$ cat src/rtl/sbus_pkg.sv
package sbus_pkg;

    localparam logic [1:0] KIND_BIT   = 2'b00;
    localparam logic [1:0] KIND_RESET = 2'b01;

    typedef enum logic [2:0] {
        PH_IDLE,
        PH_RST_LOW,
        PH_RST_PRES,
        PH_RST_TAIL,
        PH_SL_INIT,
        PH_SL_SAMPLE,
        PH_SL_HOLD,
        PH_SL_RECOVER
    } phase_t;

    typedef struct packed {
        logic wbit;
        logic spu;
    } slot_req_t;

    typedef struct packed {
        logic rd;
        logic pres_err;
        logic short_err;
    } result_t;

    function automatic int unsigned us_to_cyc(int unsigned us, int unsigned cyc_per_us);
        return us * cyc_per_us;
    endfunction

    function automatic int unsigned cyc_max(int unsigned a, int unsigned b);
        return (a > b) ? a : b;
    endfunction

endpackage

$ cat src/rtl/sbus_sync.sv
module sbus_sync #(
    parameter int STAGES = 2
) (
    input  logic clk,
    input  logic rst,
    input  logic d,
    output logic q
);
    logic [STAGES-1:0] chain;

    generate
        for (genvar i = 0; i < STAGES; i++) begin : g_stage
            always_ff @(posedge clk) begin
                if (rst) chain[i] <= 1'b1;
                else     chain[i] <= (i == 0) ? d : chain[(i == 0) ? 0 : i-1];
            end
        end
    endgenerate

    assign q = chain[STAGES-1];
endmodule

$ cat src/rtl/sbus_phase_timer.sv
module sbus_phase_timer #(
    parameter int W = 16
) (
    input  logic         clk,
    input  logic         rst,
    input  logic         clear,
    input  logic [W-1:0] limit,
    output logic         last
);
    logic [W-1:0] elapsed;

    always_ff @(posedge clk) begin
        if (rst || clear) elapsed <= '0;
        else              elapsed <= elapsed + 1'b1;
    end

    assign last = (elapsed == limit - 1'b1);
endmodule

$ cat src/rtl/sbus_slot_engine.sv
module sbus_slot_engine
    import sbus_pkg::*;
#(
    parameter int unsigned CYC_PER_US  = 100,
    parameter int unsigned RST_LOW_US  = 480,
    parameter int unsigned PRES_US     = 64,
    parameter int unsigned RST_TAIL_US = 416,
    parameter int unsigned INIT_US     = 2,
    parameter int unsigned SAMPLE_US   = 15,
    parameter int unsigned SLOT_US     = 60,
    parameter int unsigned RECOVER_US  = 2,
    parameter int          SYNC_STAGES = 2
) (
    input  logic       clk,
    input  logic       rst,
    input  logic       req_valid,
    input  logic [1:0] req_kind,
    input  logic       req_wbit,
    input  logic       req_spu,
    output logic       busy,
    output logic       done,
    output logic       rd_bit,
    output logic       presence_err,
    output logic       short_err,
    output logic       bus_pull_low,
    output logic       bus_spu_en,
    input  logic       bus_in
);
    localparam int unsigned C_RST  = us_to_cyc(RST_LOW_US, CYC_PER_US);
    localparam int unsigned C_PRES = us_to_cyc(PRES_US, CYC_PER_US);
    localparam int unsigned C_TAIL = us_to_cyc(RST_TAIL_US, CYC_PER_US);
    localparam int unsigned C_INIT = us_to_cyc(INIT_US, CYC_PER_US);
    localparam int unsigned C_SAMP = us_to_cyc(SAMPLE_US - INIT_US, CYC_PER_US);
    localparam int unsigned C_HOLD = us_to_cyc(SLOT_US - SAMPLE_US, CYC_PER_US);
    localparam int unsigned C_REC  = us_to_cyc(RECOVER_US, CYC_PER_US);
    localparam int unsigned MAXC   = cyc_max(cyc_max(cyc_max(C_RST, C_PRES), cyc_max(C_TAIL, C_REC)),
                                             cyc_max(C_INIT, cyc_max(C_SAMP, C_HOLD)));
    localparam int W = $clog2(MAXC + 1);

    phase_t     phase;
    slot_req_t  cur;
    result_t    res;
    logic       line_s;
    logic       phase_last;
    logic       advance;
    logic [W-1:0] limit;

    sbus_sync #(.STAGES(SYNC_STAGES)) u_sync (
        .clk (clk),
        .rst (rst),
        .d   (bus_in),
        .q   (line_s)
    );

    always_comb begin
        case (phase)
            PH_RST_LOW:    limit = W'(C_RST);
            PH_RST_PRES:   limit = W'(C_PRES);
            PH_RST_TAIL:   limit = W'(C_TAIL);
            PH_SL_INIT:    limit = W'(C_INIT);
            PH_SL_SAMPLE:  limit = W'(C_SAMP);
            PH_SL_HOLD:    limit = W'(C_HOLD);
            PH_SL_RECOVER: limit = W'(C_REC);
            default:       limit = W'(1);
        endcase
    end

    assign advance = (phase != PH_IDLE) && phase_last;

    sbus_phase_timer #(.W(W)) u_timer (
        .clk   (clk),
        .rst   (rst),
        .clear ((phase == PH_IDLE) || advance),
        .limit (limit),
        .last  (phase_last)
    );

    always_ff @(posedge clk) begin
        if (rst) begin
            phase      <= PH_IDLE;
            cur        <= '0;
            res        <= '0;
            bus_spu_en <= 1'b0;
            done       <= 1'b0;
        end else begin
            done <= 1'b0;
            case (phase)
                PH_IDLE: begin
                    if (req_valid) begin
                        bus_spu_en <= 1'b0;
                        case (req_kind)
                            KIND_BIT: begin
                                cur.wbit <= req_wbit;
                                cur.spu  <= req_spu;
                                phase    <= PH_SL_INIT;
                            end
                            KIND_RESET: phase <= PH_RST_LOW;
                            default:    done  <= 1'b1;
                        endcase
                    end
                end
                PH_RST_LOW:  if (advance) phase <= PH_RST_PRES;
                PH_RST_PRES: if (advance) begin
                    res.pres_err <= line_s;
                    phase        <= PH_RST_TAIL;
                end
                PH_RST_TAIL: if (advance) begin
                    res.short_err <= ~line_s;
                    done          <= 1'b1;
                    phase         <= PH_IDLE;
                end
                PH_SL_INIT:  if (advance) phase <= PH_SL_SAMPLE;
                PH_SL_SAMPLE: if (advance) begin
                    res.rd <= cur.wbit & line_s;
                    phase  <= PH_SL_HOLD;
                end
                PH_SL_HOLD: if (advance) begin
                    bus_spu_en <= cur.spu;
                    phase      <= PH_SL_RECOVER;
                end
                PH_SL_RECOVER: if (advance) begin
                    done  <= 1'b1;
                    phase <= PH_IDLE;
                end
                default: phase <= PH_IDLE;
            endcase
        end
    end

    assign busy         = (phase != PH_IDLE);
    assign bus_pull_low = (phase == PH_RST_LOW) || (phase == PH_SL_INIT) ||
                          (((phase == PH_SL_SAMPLE) || (phase == PH_SL_HOLD)) && !cur.wbit);
    assign rd_bit       = res.rd;
    assign presence_err = res.pres_err;
    assign short_err    = res.short_err;
endmodule

$ cat config.mk
export PLATFORM = sky130hd
export DESIGN_NAME = sbus_slot_engine
export DESIGN_NICKNAME = d
export VERILOG_FILES = /design/src/rtl/sbus_pkg.sv /design/src/rtl/sbus_sync.sv /design/src/rtl/sbus_phase_timer.sv /design/src/rtl/sbus_slot_engine.sv
export SDC_FILE = /design/constraint.sdc
export NUM_CORES = 1
export LEC_CHECK = 0
export ABC_CLOCK_PERIOD_IN_PS = 2000
export BUFFER_PORTS_ARGS = -buffer_cell sky130_fd_sc_hd__clkbuf_2
export CORE_MARGIN = 2
export CORE_UTILIZATION = 32
export DETAILED_ROUTE_END_ITERATION = 10
export PLACE_DENSITY = 0.5
export REMOVE_ABC_BUFFERS = 1
export SYNTH_ARGS = -nofsm -noshare
export SYNTH_HDL_FRONTEND = slang
export SYNTH_SLANG_ARGS = --single-unit
$ cat constraint.sdc
create_clock -name clk -period 2 [get_ports clk]
set_input_delay 0.6 -clock clk [delete_from_list [all_inputs] [get_ports clk]]
set_output_delay 0.6 -clock clk [all_outputs]
set_load 0.01 [all_outputs]
After elaboration in Yosys (flattened, before gate mapping)
Index checks and enable logic that the tools add are counted.

storage, ports and cells
  register bits after elaboration = 28
  word-level logic and storage cells = 70
  bits of input ports = 8

operators by class
  multiplexer cells = 17
  equality and inequality tests = 17
  $add $sub $neg = 2
  bitwise gates (word level) = 2
  reductions and logical operators = 21

operators with widths
  cell                                                   count
  one-hot mux 16 bit (6 select lines)                    1
  two-way mux 3 bit                                      7
  one-hot mux 3 bit (7 select lines)                     1
  adder 16 x 1 -> 16 bit, second input constant          1
  == test 16 bit                                         1
  subtractor 16 x 1 -> 16 bit, second input constant     1
  == test 3 bit, second input constant                   4
  inequality test 2 bit, second input constant           6
  AND reduction 8 bit                                    1
  == test 3 x 2 -> 1 bit, second input constant          2
  one-hot mux 3 bit (2 select lines)                     1
  AND reduction 2 bit                                    3
  AND reduction 3 bit                                    2
  OR reduction 2 bit                                     3
  logical OR 1 bit                                       5
  two-way mux 1 bit                                      5
  one-hot mux 1 bit (2 select lines)                     2
  == test 3 x 1 -> 1 bit, second input constant          1
  logical NOT 3 bit                                      1
  inequality test 3 x 1 -> 1 bit, second input constant  1
  nonzero test 3 bit                                     1
  == test 2 x 1 -> 1 bit, second input constant          1
  logical AND 1 bit                                      2
  logical NOT 2 bit                                      1
  other kinds (5)                                        5

Longest topological paths before layout
Gate-level depths: netlist of the first run.

  depth after elaboration = 8
  depth in mapped cells = 9
  mapped depth without buffers = 6

By module
A second synthesis of the first run with hierarchy kept.

second synthesis, totals
  cell total of the unflattened synthesis = 250
  area total of the unflattened synthesis = 1929.4 sq um

by module, submodules not included
  module            area an instance (sq um)  instances  cells an instance
  sbus_phase_timer  1206.2                    1          156
  sbus_slot_engine  670.6                     1          90
  sbus_sync         52.6                      1          4

Worst setup path before layout of the first run
Ideal clock, no wire load.

  path type = reg-to-reg
  start point = register phase[2]
  end point = register phase[1]
  arrival time = 2.074 ns
  clock period less this slack = 2.197 ns
  required time = 1.877 ns
  setup time = 0.123 ns
  path slack = -0.197 ns
  stages on the path, launching flop included = 8
  cells stage by stage = dfxtp_1 buf_4 nor2b_2 or4_4 a221oi_4 and4_1 and4_1 mux2_1

between the ends
  cells in the longest elaborated chain, start to end = 8

RTL lines
  element                                                                                   RTL line                                        RTL
  start: declaration                                                                        sbus_slot_engine.sv:40                          phase_t phase;
  start signal: assignment                                                                  sbus_slot_engine.sv:80                          phase <= PH_IDLE;
  start signal: assignment                                                                  sbus_slot_engine.sv:95                          phase <= PH_SL_INIT;
  start signal: assignment                                                                  sbus_slot_engine.sv:97                          KIND_RESET: phase <= PH_RST_LOW;
  == test 3 bit                                                                             sbus_slot_engine.sv:56, sbus_slot_engine.sv:87
  OR reduction 2 bit (no source line)                                                       n/a
  one-hot mux 16 bit (6 select lines)                                                       sbus_slot_engine.sv:56                          case (phase)
  subtractor 16 x 1 -> 16 bit                                                               sbus_phase_timer.sv:17                          assign last = (elapsed == limit - 1'b1);
  == test 16 bit                                                                            sbus_phase_timer.sv:17
  logical AND 1 bit                                                                         sbus_slot_engine.sv:68                          assign advance = (phase != PH_IDLE) && phase_last;
  inequality test 2 bit (no source line) or inequality test 2 x 1 -> 1 bit (tied branches)  n/a
  AND reduction 8 bit (no source line)                                                      n/a

Parallel ways exist; a longest one is shown, timed or not.
A chain may end at the register's enable or synchronous reset.

Worst setup path after layout of the first run
  start point = register phase[0]
  end point = register u_timer.elapsed[14]

between the ends
  cells in the longest elaborated chain, start to end = 8

RTL lines
  element                              RTL line                RTL
  == test 3 bit                        sbus_slot_engine.sv:56
  OR reduction 2 bit (no source line)  n/a
  one-hot mux 16 bit (6 select lines)  sbus_slot_engine.sv:56
  subtractor 16 x 1 -> 16 bit          sbus_phase_timer.sv:17
  == test 16 bit                       sbus_phase_timer.sv:17
  logical AND 1 bit                    sbus_slot_engine.sv:68
  logical OR 1 bit *                   sbus_slot_engine.sv:73  .clear ((phase == PH_IDLE) || advance),
  logical OR 1 bit *                   sbus_phase_timer.sv:13  if (rst || clear) elapsed <= '0;
  end signal: assignment               sbus_phase_timer.sv:14  else elapsed <= elapsed + 1'b1;
  end: declaration                     sbus_phase_timer.sv:10  logic [W-1:0] elapsed;

Every way passes the cells marked *; elsewhere a longest branch is shown, timed or not.

==> flow_summary.json, run 1 <==
{
  "rows": 26,
  "dr_total_vias": 1578,
  "cp_cell_sequence": "nor2b_4 > or4_4 > a221oi_4 > nand4_4 > buf_4 > o311ai_4 > buf_12 > nor2_1",
  "met2_length_um": 1940,
  "drt_pre_antenna_iters": 5,
  "timing.setup.tns_ps": -2800,
  "path_clk_slew_ps": 100,
  "placed_area_sq_mm": 0.00211,
  "synthDistinctLibCells": 55,
  "cts.sinks": 28,
  "worstSetupEndpointType": "register",
  "wl_um": 4220,
  "cp.required_ps": 2180,
  "wl_met3_um": 86,
  "routabilityCongestion": 0.752,
  "post-route-period-util": 1.08,
  "syn_inst": 198,
  "hold_class": "register to register",
  "drv_cap": 0,
  "cts-htree-levels": 1,
  "ir_drop_v": 0.000412,
  "dp_slack_ps": -195,
  "cts_hold_buf": 0,
  "design_area_sq_mm": 0.00228,
  "failed_checks": "setup timing",
  "cts_buffers": 3,
  "crit_type": "register to register",
  "drc": 0,
  "whs_ps": 417,
  "synth_area_sq_mm": 0.00165,
  "worstSkewPairLatency_ps": 280,
  "fp.dieW_um": 75.8,
  "cp_slowest_cell": "or4_4",
  "slew_violations": 0,
  "max_slew_margin": 0.765,
  "leakage_nw": 0.881,
  "cp-start-kind": "register",
  "die_y_um": 75.8,
  "antenna_found_initial": 0,
  "drt_iter0_markers": 97,
  "cts_buffer_depth": 2,
  "met1_length_um": 2160,
  "tritoncts": "done",
  "synth-edff-count": 0,
  "synth-seq-area-share": 0.340,
  "wire_per_inst_um": 13.1,
  "fin_skew_ps": 5.99,
  "vias_per_cell": 4.90,
  "core_area_sq_mm": 0.00504,
  "fmax_mhz": 464,
  "grt_usage": 0.155,
  "setup_slack_ps": -155,
  "powerDensity_mw_per_mm2": 982,
  "syn2layout_area_growth_pct": 38.4,
  "outcome": "complete, but fails checks",
  "worst_path_largest_cell_delay_ps": 420,
  "final-setup-viol-count": 21,
  "hold_viol_final": 0,
  "final_cell_mix": "buf_4 (45), nor2_1 (29), dfxtp_1 (25), nand2_1 (14), clkbuf_2 (14)",
  "maxUsedRoutingLayer": "met4",
  "grt_max_degree": 21,
  "dp_hpwl_um": 3150,
  "die_area_sq_mm": 0.00574,
  "rsz0062_at_grt": "yes",
  "layout-drive-gt1-share": 0.353,
  "yosys_register_bits": 28,
  "crit_fanout": 16,
  "min_period_ps": 2150,
  "cts_root_buf": "clkbuf_8",
  "finalNetCount": 262,
  "io_buffer_count": 14,
  "synthArstFlopShare": 0,
  "grt_pass1_wl_um": 6830,
  "yosys_warnings": 0,
  "ios": 15,
  "critPathArrivalTime_ps": 2340,
  "antenna_cells": 0,
  "final_common_cell": "buf_4",
  "first_global_vias": 1438,
  "start_util": 0.327,
  "syn_area_per_cell_sq_um": 8.32,
  "antenna_left": 0,
  "grt_overflow_total": 0,
  "tightestPinTransition_ps": 351,
  "yosys_most_used_dff": "dfxtp_1"
}
## synth_stat cells (3+ instances only)
cell,number,area share
inv_1,10,0.023
nand2b_1,4,0.015
xor2_1,7,0.037
nand4_1,3,0.011
dfxtp_1,28,0.34
o21ai_0,4,0.012
mux2i_1,3,0.018
nand3_1,7,0.021
clkbuf_1,4,0.0091
xnor2_1,8,0.043
nor2_1,30,0.068
buf_2,5,0.015
a21oi_1,4,0.012
and3_1,4,0.015
nand2_1,14,0.032
nor3_1,8,0.024
o21ai_1,4,0.012
nor2b_1,4,0.015
## kinds of logic (layout without fill, tap and decap cells)
| family | after synthesis | after routing | share of synthesized area |
|---|---|---|---|
| and+or+nand+nor | 91 | 91 | 0.289 |
| AOI/OAI and AO/OA | 37 | 37 | 0.195 |
| muxes | 5 | 5 | 0.0319 |
| adders and majority gates | 1 | 1 | 0.00759 |
| DFF | 28 | 28 | 0.340 |
| buffers and inverters | 21 | 75 | 0.0562 |
| xor gates and xnor gates | 15 | 15 | 0.0797 |
## path summary, 6_finish.rpt
kind | from | end | slack [ps] | cells after the start
min | u_sync.chain[0] | u_sync.q | 420 | 1
max reg2reg | phase[0] | u_timer.elapsed[14] | -150 | 8
max | phase[0] | u_timer.elapsed[14] | -150 | 8
min reg2reg | u_sync.chain[0] | u_sync.q | 420 | 1
## routing by layer
metal,track usage,vias to the layer above
met1,0.219,748
li1,-,811
met4,0.0292,0
met5,0,-
met2,0.250,15
met3,0.0278,4
## flip-flops by register name (all words and copies together) (netlist names)
name,cells
bus_spu_en,1
cur,2
done,1
phase,3
presence_err,1
rd_bit,1
short_err,1
u_sync.chain,1
u_sync.q,1
u_timer.elapsed,16
## where the power goes
group          internal, mW  switching [mW]  leakage (nW)
sequential            0.590          0.0313         0.229
combinational         0.603           0.558         0.617
clock                 0.268           0.188        0.0357
total                  1.46           0.778         0.881
## layout make-up
class                           instances  area [sq um]
Sequential cell                        28           569
Clock inverter                          1          30.0
Tap cell                               70          87.6
Inverter                               10          37.5
Multi-Input combinational cell        149          1070
Timing Repair Buffer                   61           443
Fill cell                             522          2760
Clock buffer                            3          41.3
## critical path, delay by kind of cell, from the launching register on
kind	cells	cell delay [ps]
simple gates	4	730
compound gates	2	610
flops	1	350
buf+inv	2	340
## per-stage QoR
stage	cells	power (mW)	utilization
after floorplan	187	1.15	-
after global placement	317	1.67	0.418
after detailed placement	317	1.67	0.418
after CTS	320	2.21	0.445
after global routing	322	2.38	0.452
final	322	2.24	0.452
## what timing repair did
item,4_1_cts,5_1_grt
buffers inserted,0,3
pin swaps,5,4
hold endpoints to repair,0,0
setup endpoints to repair,25,23
gates resized for setup,18,5
Power figures use the tool's default switching activity.
==> run 2: changes to the inputs <==
--- a/config.mk
+++ b/config.mk
@@ -12,6 +12,7 @@
 export DETAILED_ROUTE_END_ITERATION = 10
 export PLACE_DENSITY = 0.5
 export REMOVE_ABC_BUFFERS = 1
+export SKIP_LAST_GASP = 1
 export SYNTH_ARGS = -nofsm -noshare
 export SYNTH_HDL_FRONTEND = slang
 export SYNTH_SLANG_ARGS = --single-unit
==> constraint.sdc (replaced) <==
create_clock -name clk -period 2 [get_ports clk]
set_input_delay 0.3 -clock clk [delete_from_list [all_inputs] [get_ports clk]]
set_output_delay 0.3 -clock clk [all_outputs]
set_load 0.01 [all_outputs]
==> run 2 against run 1 <==
Net effect: the flow still finishes with violations (setup timing); final area up 0.49%; register-to-register slack better by 20 ps; first-iteration DRC count down 22%; fmax increased by 0.88%; flip-flop and latch count unchanged; non-clock buffer count down 1; sequential power about the same.
==> flow_summary.json, run 2 (same netlist as run 1, synthesis figures left out) <==
{
  "outcome": "complete, but fails checks",
  "failed_checks": "setup timing",
  "regMostFlops": "u_timer.elapsed",
  "leakage_nw": 0.889,
  "p_sw_frac": 0.353,
  "drc": 0,
  "placed_area_sq_mm": 0.00208,
  "critPathArrivalTime_ps": 2320,
  "rsz0062_at_grt": "yes",
  "antenna_found_initial": 0,
  "fp.dieW_um": 75.8,
  "slew_violations": 0,
  "p_int_mw": 1.48,
  "tritoncts": "done",
  "syn2layout_area_growth_pct": 39.1,
  "pwr-share-comb": 0.528,
  "timing.setup.tns_ps": -2180,
  "cts-htree-levels": 1,
  "rows": 26,
  "dp_hpwl_um": 3120,
  "wl_um": 4310,
  "rrSetupSlack_ps": -140,
  "cts_buffer_depth": 2,
  "final_common_cell": "buf_4",
  "largestRegisters": "u_timer.elapsed (16), phase (3), cur (2)",
  "layout-drive-gt1-share": 0.359,
  "wire_per_inst_um": 13.4,
  "fin_skew_ps": 5.59,
  "vias_per_cell": 4.85,
  "fmax_mhz": 468,
  "design_area_sq_mm": 0.00229,
  "hold_viol_final": 0,
  "core_area_sq_mm": 0.00504,
  "die_y_um": 75.8,
  "ir_drop_v": 0.000480,
  "cts_buffers": 3,
  "io_buffer_count": 14,
  "post-route-period-util": 1.07,
  "worstSetupEndpointType": "register",
  "hold_class": "primary input to register",
  "antenna_cells": 0,
  "drt_pre_antenna_iters": 4,
  "drv_cap": 0,
  "setup_slack_ps": -136,
  "cp-start-kind": "register",
  "start_util": 0.327,
  "grt_usage": 0.152,
  "finalNetCount": 261,
  "routabilityCongestion": 0.804,
  "dr_total_vias": 1557,
  "p_sw_mw": 0.807,
  "max_slew_margin": 0.793,
  "cts.sinks": 28,
  "path_clk_slew_ps": 100,
  "dpl.cell_count": 313,
  "die_area_sq_mm": 0.00574,
  "cts_root_buf": "clkbuf_8",
  "largest_reg_flops": 16,
  "layoutNonFillerInstCount": 321,
  "tightestPinTransition_ps": 302,
  "min_period_ps": 2140,
  "crit_type": "register to register",
  "grt_overflow_total": 0,
  "final-setup-viol-count": 21,
  "grt_max_degree": 18,
  "powerDensity_mw_per_mm2": 998,
  "first_global_vias": 1316,
  "p_clk_frac": 0.200,
  "cp.required_ps": 2180,
  "p_seq_frac": 0.272,
  "grt_pass1_wl_um": 6610,
  "antenna_left": 0,
  "final_cell_mix": "buf_4 (40), nor2_1 (29), dfxtp_1 (25), nand2_1 (14), clkbuf_2 (14)",
  "crit_fanout": 3,
  "worstSkewPairLatency_ps": 280,
  "drt_iter0_markers": 76,
  "ios": 15
}
[run 2: worst max-delay path, stage by stage, from the launching register on]
cell	delay (ps)
dfxtp_2	340
nor2b_4	120
or4_4	420
a221oi_4	310
nand4_4	150
o41a_1	430
a2111oi_4	280
[run 2: power groups by stage]
| stage | Clock (mW) | Combinational (mW) | Sequential, mW |
|---|---|---|---|
| after CTS | 0.477 | 1.12 | 0.623 |
| final | 0.459 | 1.21 | 0.622 |
| after global routing | 0.498 | 1.29 | 0.624 |
| after detailed placement | 0 | 1.01 | 0.626 |
| after global placement | 0 | 1.01 | 0.626 |
| after floorplan | 0 | 0.490 | 0.662 |
[run 2: final cells by class]
type / count / area [sq um]
clock buffer: 3 / 41.3
clock inverter: 1 / 30.0
fill: 501 / 2750
inverter: 10 / 37.5
multi-input combinational: 149 / 1090
sequential: 28 / 569
tap: 70 / 87.6
timing repair buffer: 60 / 440
[run 2: metrics by stage]
stage               hold slack, ps   util  total power [mW]  worst slack, ps
floorplan                      364      -              1.15             -551
global placement               393  0.412              1.64             -242
detailed placement             396  0.412              1.64             -224
CTS                            191  0.438              2.22             -164
global route                   200  0.455              2.41             -201
finish                         201  0.455              2.29             -136
[run 2: final timing paths]
| path | from | end | depth (start not counted) |
|---|---|---|---|
| worst min-delay path | bus_in | u_sync.chain[0] | 2 |
| worst min register to register | u_sync.chain[0] | u_sync.q | 1 |
| worst max register to register | phase[0] | phase[0] | 6 |
| worst max-delay path | phase[0] | phase[0] | 6 |
[run 2: what timing repair did]
| item | CTS | global route |
|---|---|---|
| hold buffers | 0 | 0 |
| buffers inserted | 2 | 2 |
| hold endpoints to repair | 0 | 0 |
| gates resized for setup | 12 | 15 |
| cloned | 0 | 0 |
| pin swaps | 7 | 4 |
| setup endpoints to repair | 26 | 26 |
[run 2: routing by layer]
metal | GRT usage | routed length (um) | part of all wire
met5 | 0 | 0 | 0
met4 | 0.0234 | 22 | 0.0051
met3 | 0.0317 | 114 | 0.026
met2 | 0.229 | 1970 | 0.46
met1 | 0.226 | 2200 | 0.51
==> run 3: changes to the inputs <==
--- a/config.mk
+++ b/config.mk
@@ -11,7 +11,6 @@
 export CORE_UTILIZATION = 32
 export DETAILED_ROUTE_END_ITERATION = 10
 export PLACE_DENSITY = 0.5
-export REMOVE_ABC_BUFFERS = 1
 export SKIP_LAST_GASP = 1
 export SYNTH_ARGS = -nofsm -noshare
 export SYNTH_HDL_FRONTEND = slang
==> run 3 against run 2 <==
Net effect: the run still ends with setup timing left; largest power group unchanged; clock skew is essentially flat; critical path depth is the same; global-route usage is essentially flat; via count fell by 0.83%; utilization fell by 0.82 points; non-clock buffer count down 2; highest routed layer unchanged; flip-flop and latch count did not move; sequential power about the same; critical endpoint is now phase[1].
==> flow_summary.json, run 3 (same netlist as run 1, synthesis figures left out) <==
{
  "syn-num-nets": 207,
  "drt_iter0_markers": 55,
  "dr_total_vias": 1544,
  "worstSkewPairLatency_ps": 280,
  "powerDensity_mw_per_mm2": 919,
  "die_area_sq_mm": 0.00574,
  "finalNetCount": 259,
  "utilization": 0.446,
  "hold_viol_final": 0,
  "fin_skew_ps": 5.58,
  "timing.setup.tns_ps": -1800,
  "r2r_end": "phase[1]",
  "max_slew_margin": 0.796,
  "die_y_um": 75.8,
  "p_int_mw": 1.31,
  "start_util": 0.327,
  "antenna_found_initial": 0,
  "grt_pass1_wl_um": 6760,
  "cts_buffers": 3,
  "wl_um": 4130,
  "endpoint": "phase[1]",
  "final_cell_mix": "buf_4 (40), nor2_1 (29), dfxtp_1 (25), nand2_1 (14), clkbuf_2 (14)",
  "antenna_cells": 0,
  "routabilityCongestion": 0.816,
  "rsz0062_at_grt": "yes",
  "p_sw_frac": 0.366,
  "drc": 0,
  "tightestPinTransition_ps": 305,
  "cts-htree-levels": 1,
  "cp_cell_sequence": "nor2b_4 > or4_4 > a221oi_4 > and4_1 > and4_4 > mux2_4",
  "vias_per_cell": 4.84,
  "cts_hold_buf": 0,
  "pwr-share-comb": 0.527,
  "grt_overflow_total": 0,
  "tritoncts": "done",
  "final_common_cell": "buf_4",
  "drt_pre_antenna_iters": 4,
  "largestRegisters": "u_timer.elapsed (16), phase (3), cur (2)",
  "wire_per_inst_um": 13.0,
  "outcome": "complete, but fails checks",
  "min_period_ps": 2120,
  "fp.dieW_um": 75.8,
  "largest_reg_flops": 16,
  "dp_hpwl_um": 3080,
  "ir_drop_v": 0.000315,
  "min-delay-start": "bus_in",
  "first_global_vias": 1400,
  "syn2layout_area_growth_pct": 36.6,
  "slew_violations": 0,
  "grt_usage": 0.152,
  "failed_checks": "setup timing",
  "path_clk_slew_ps": 100,
  "crit-reg2reg-launch": "phase[0]",
  "ios": 15,
  "crit_buf_inv": 0,
  "cp-start-kind": "register",
  "hold_class": "primary input to register",
  "p_clk_frac": 0.173,
  "crit_type": "register to register",
  "io_buffer_count": 14,
  "fmax_mhz": 471,
  "rrSetupSlack_ps": -120,
  "cp.depth": 6,
  "core_area_sq_mm": 0.00504,
  "p_seq_frac": 0.300,
  "cts_root_buf": "clkbuf_8",
  "post-route-period-util": 1.06,
  "cp_slowest_cell": "or4_4",
  "startpoint": "phase[0]",
  "rows": 26,
  "crit_fanout": 3,
  "crit_family": "simple AND/OR/NAND/NOR gates",
  "layout-drive-gt1-share": 0.357,
  "cp.required_ps": 2170,
  "cts_buffer_depth": 2,
  "critPathArrivalTime_ps": 2300,
  "leakage_nw": 0.866,
  "grt_max_degree": 21,
  "antenna_left": 0,
  "final-setup-viol-count": 21,
  "worst_path_largest_cell_delay_ps": 430,
  "setup_slack_ps": -122,
  "p_sw_mw": 0.757,
  "r2r_cells": 6,
  "hold_path_depth": 2,
  "cts.sinks": 28,
  "regMostFlops": "u_timer.elapsed",
  "drv_cap": 0,
  "worstSetupEndpointType": "register"
}
[run 3: power groups by stage]
stage | combinational [mW] | sequential (mW) | clock (mW)
floorplan | 0.598 | 0.614 | 0
global placement | 0.938 | 0.624 | 0
detailed placement | 0.934 | 0.625 | 0
CTS | 0.959 | 0.619 | 0.374
global route | 1.19 | 0.628 | 0.402
finish | 1.09 | 0.622 | 0.357
[run 3: worst min path at each step]
stage | slack [ps] | to
final | 200 | u_sync.chain[0]
after global routing | 190 | u_sync.chain[0]
after CTS | 190 | u_sync.chain[0]
after detailed placement | 400 | u_sync.q
after global placement | 390 | u_sync.q
after floorplan | 390 | u_sync.q
[run 3: cell type report]
cell class,instances,area (sq um)
Clock buffer,4,55.1
Fill cell,532,2790
Inverter,10,37.5
Multi-Input combinational cell,149,1080
Sequential cell,28,569
Tap cell,70,87.6
Timing Repair Buffer,58,424
[run 3: metal layers]
layer / part of all wire / vias up / wire length, um / GRT usage
met3: 0.026 / 2 / 107 / 0.0225
met2: 0.48 / 13 / 1970 / 0.240
li1: - / 807 / - / -
met4: 0.0065 / 0 / 27 / 0.0351
met5: 0 / - / 0 / 0
met1: 0.49 / 722 / 2020 / 0.218
[run 3: worst reg2reg max path: cells and delay by family, from the launching register on]
family / cells / cell delay, ps
AO/OA/AOI/OAI: 1 / 290
flip-flops: 1 / 340
multiplexers: 1 / 300
AND/OR/NAND/NOR: 4 / 1100
[run 3: what timing repair did]
| action | CTS | global route |
|---|---|---|
| endpoints found under the hold margin | 0 | 0 |
| pin swaps | 4 | 3 |
| buffers inserted | 1 | 4 |
| cloned | 0 | 0 |
| resized for setup | 8 | 16 |
| setup endpoints to repair | 24 | 24 |
[run 3: through the flow]
step	setup WS [ps]	total power [mW]	hold slack, ps	cell area [sq um]	std cells
after floorplan	-102	1.21	389	1670	198
after global placement	-191	1.56	391	2060	310
after detailed placement	-196	1.56	398	2060	310
after CTS	-136	1.95	189	2150	315
after global routing	-208	2.22	187	2250	319
final	-122	2.07	202	2250	319
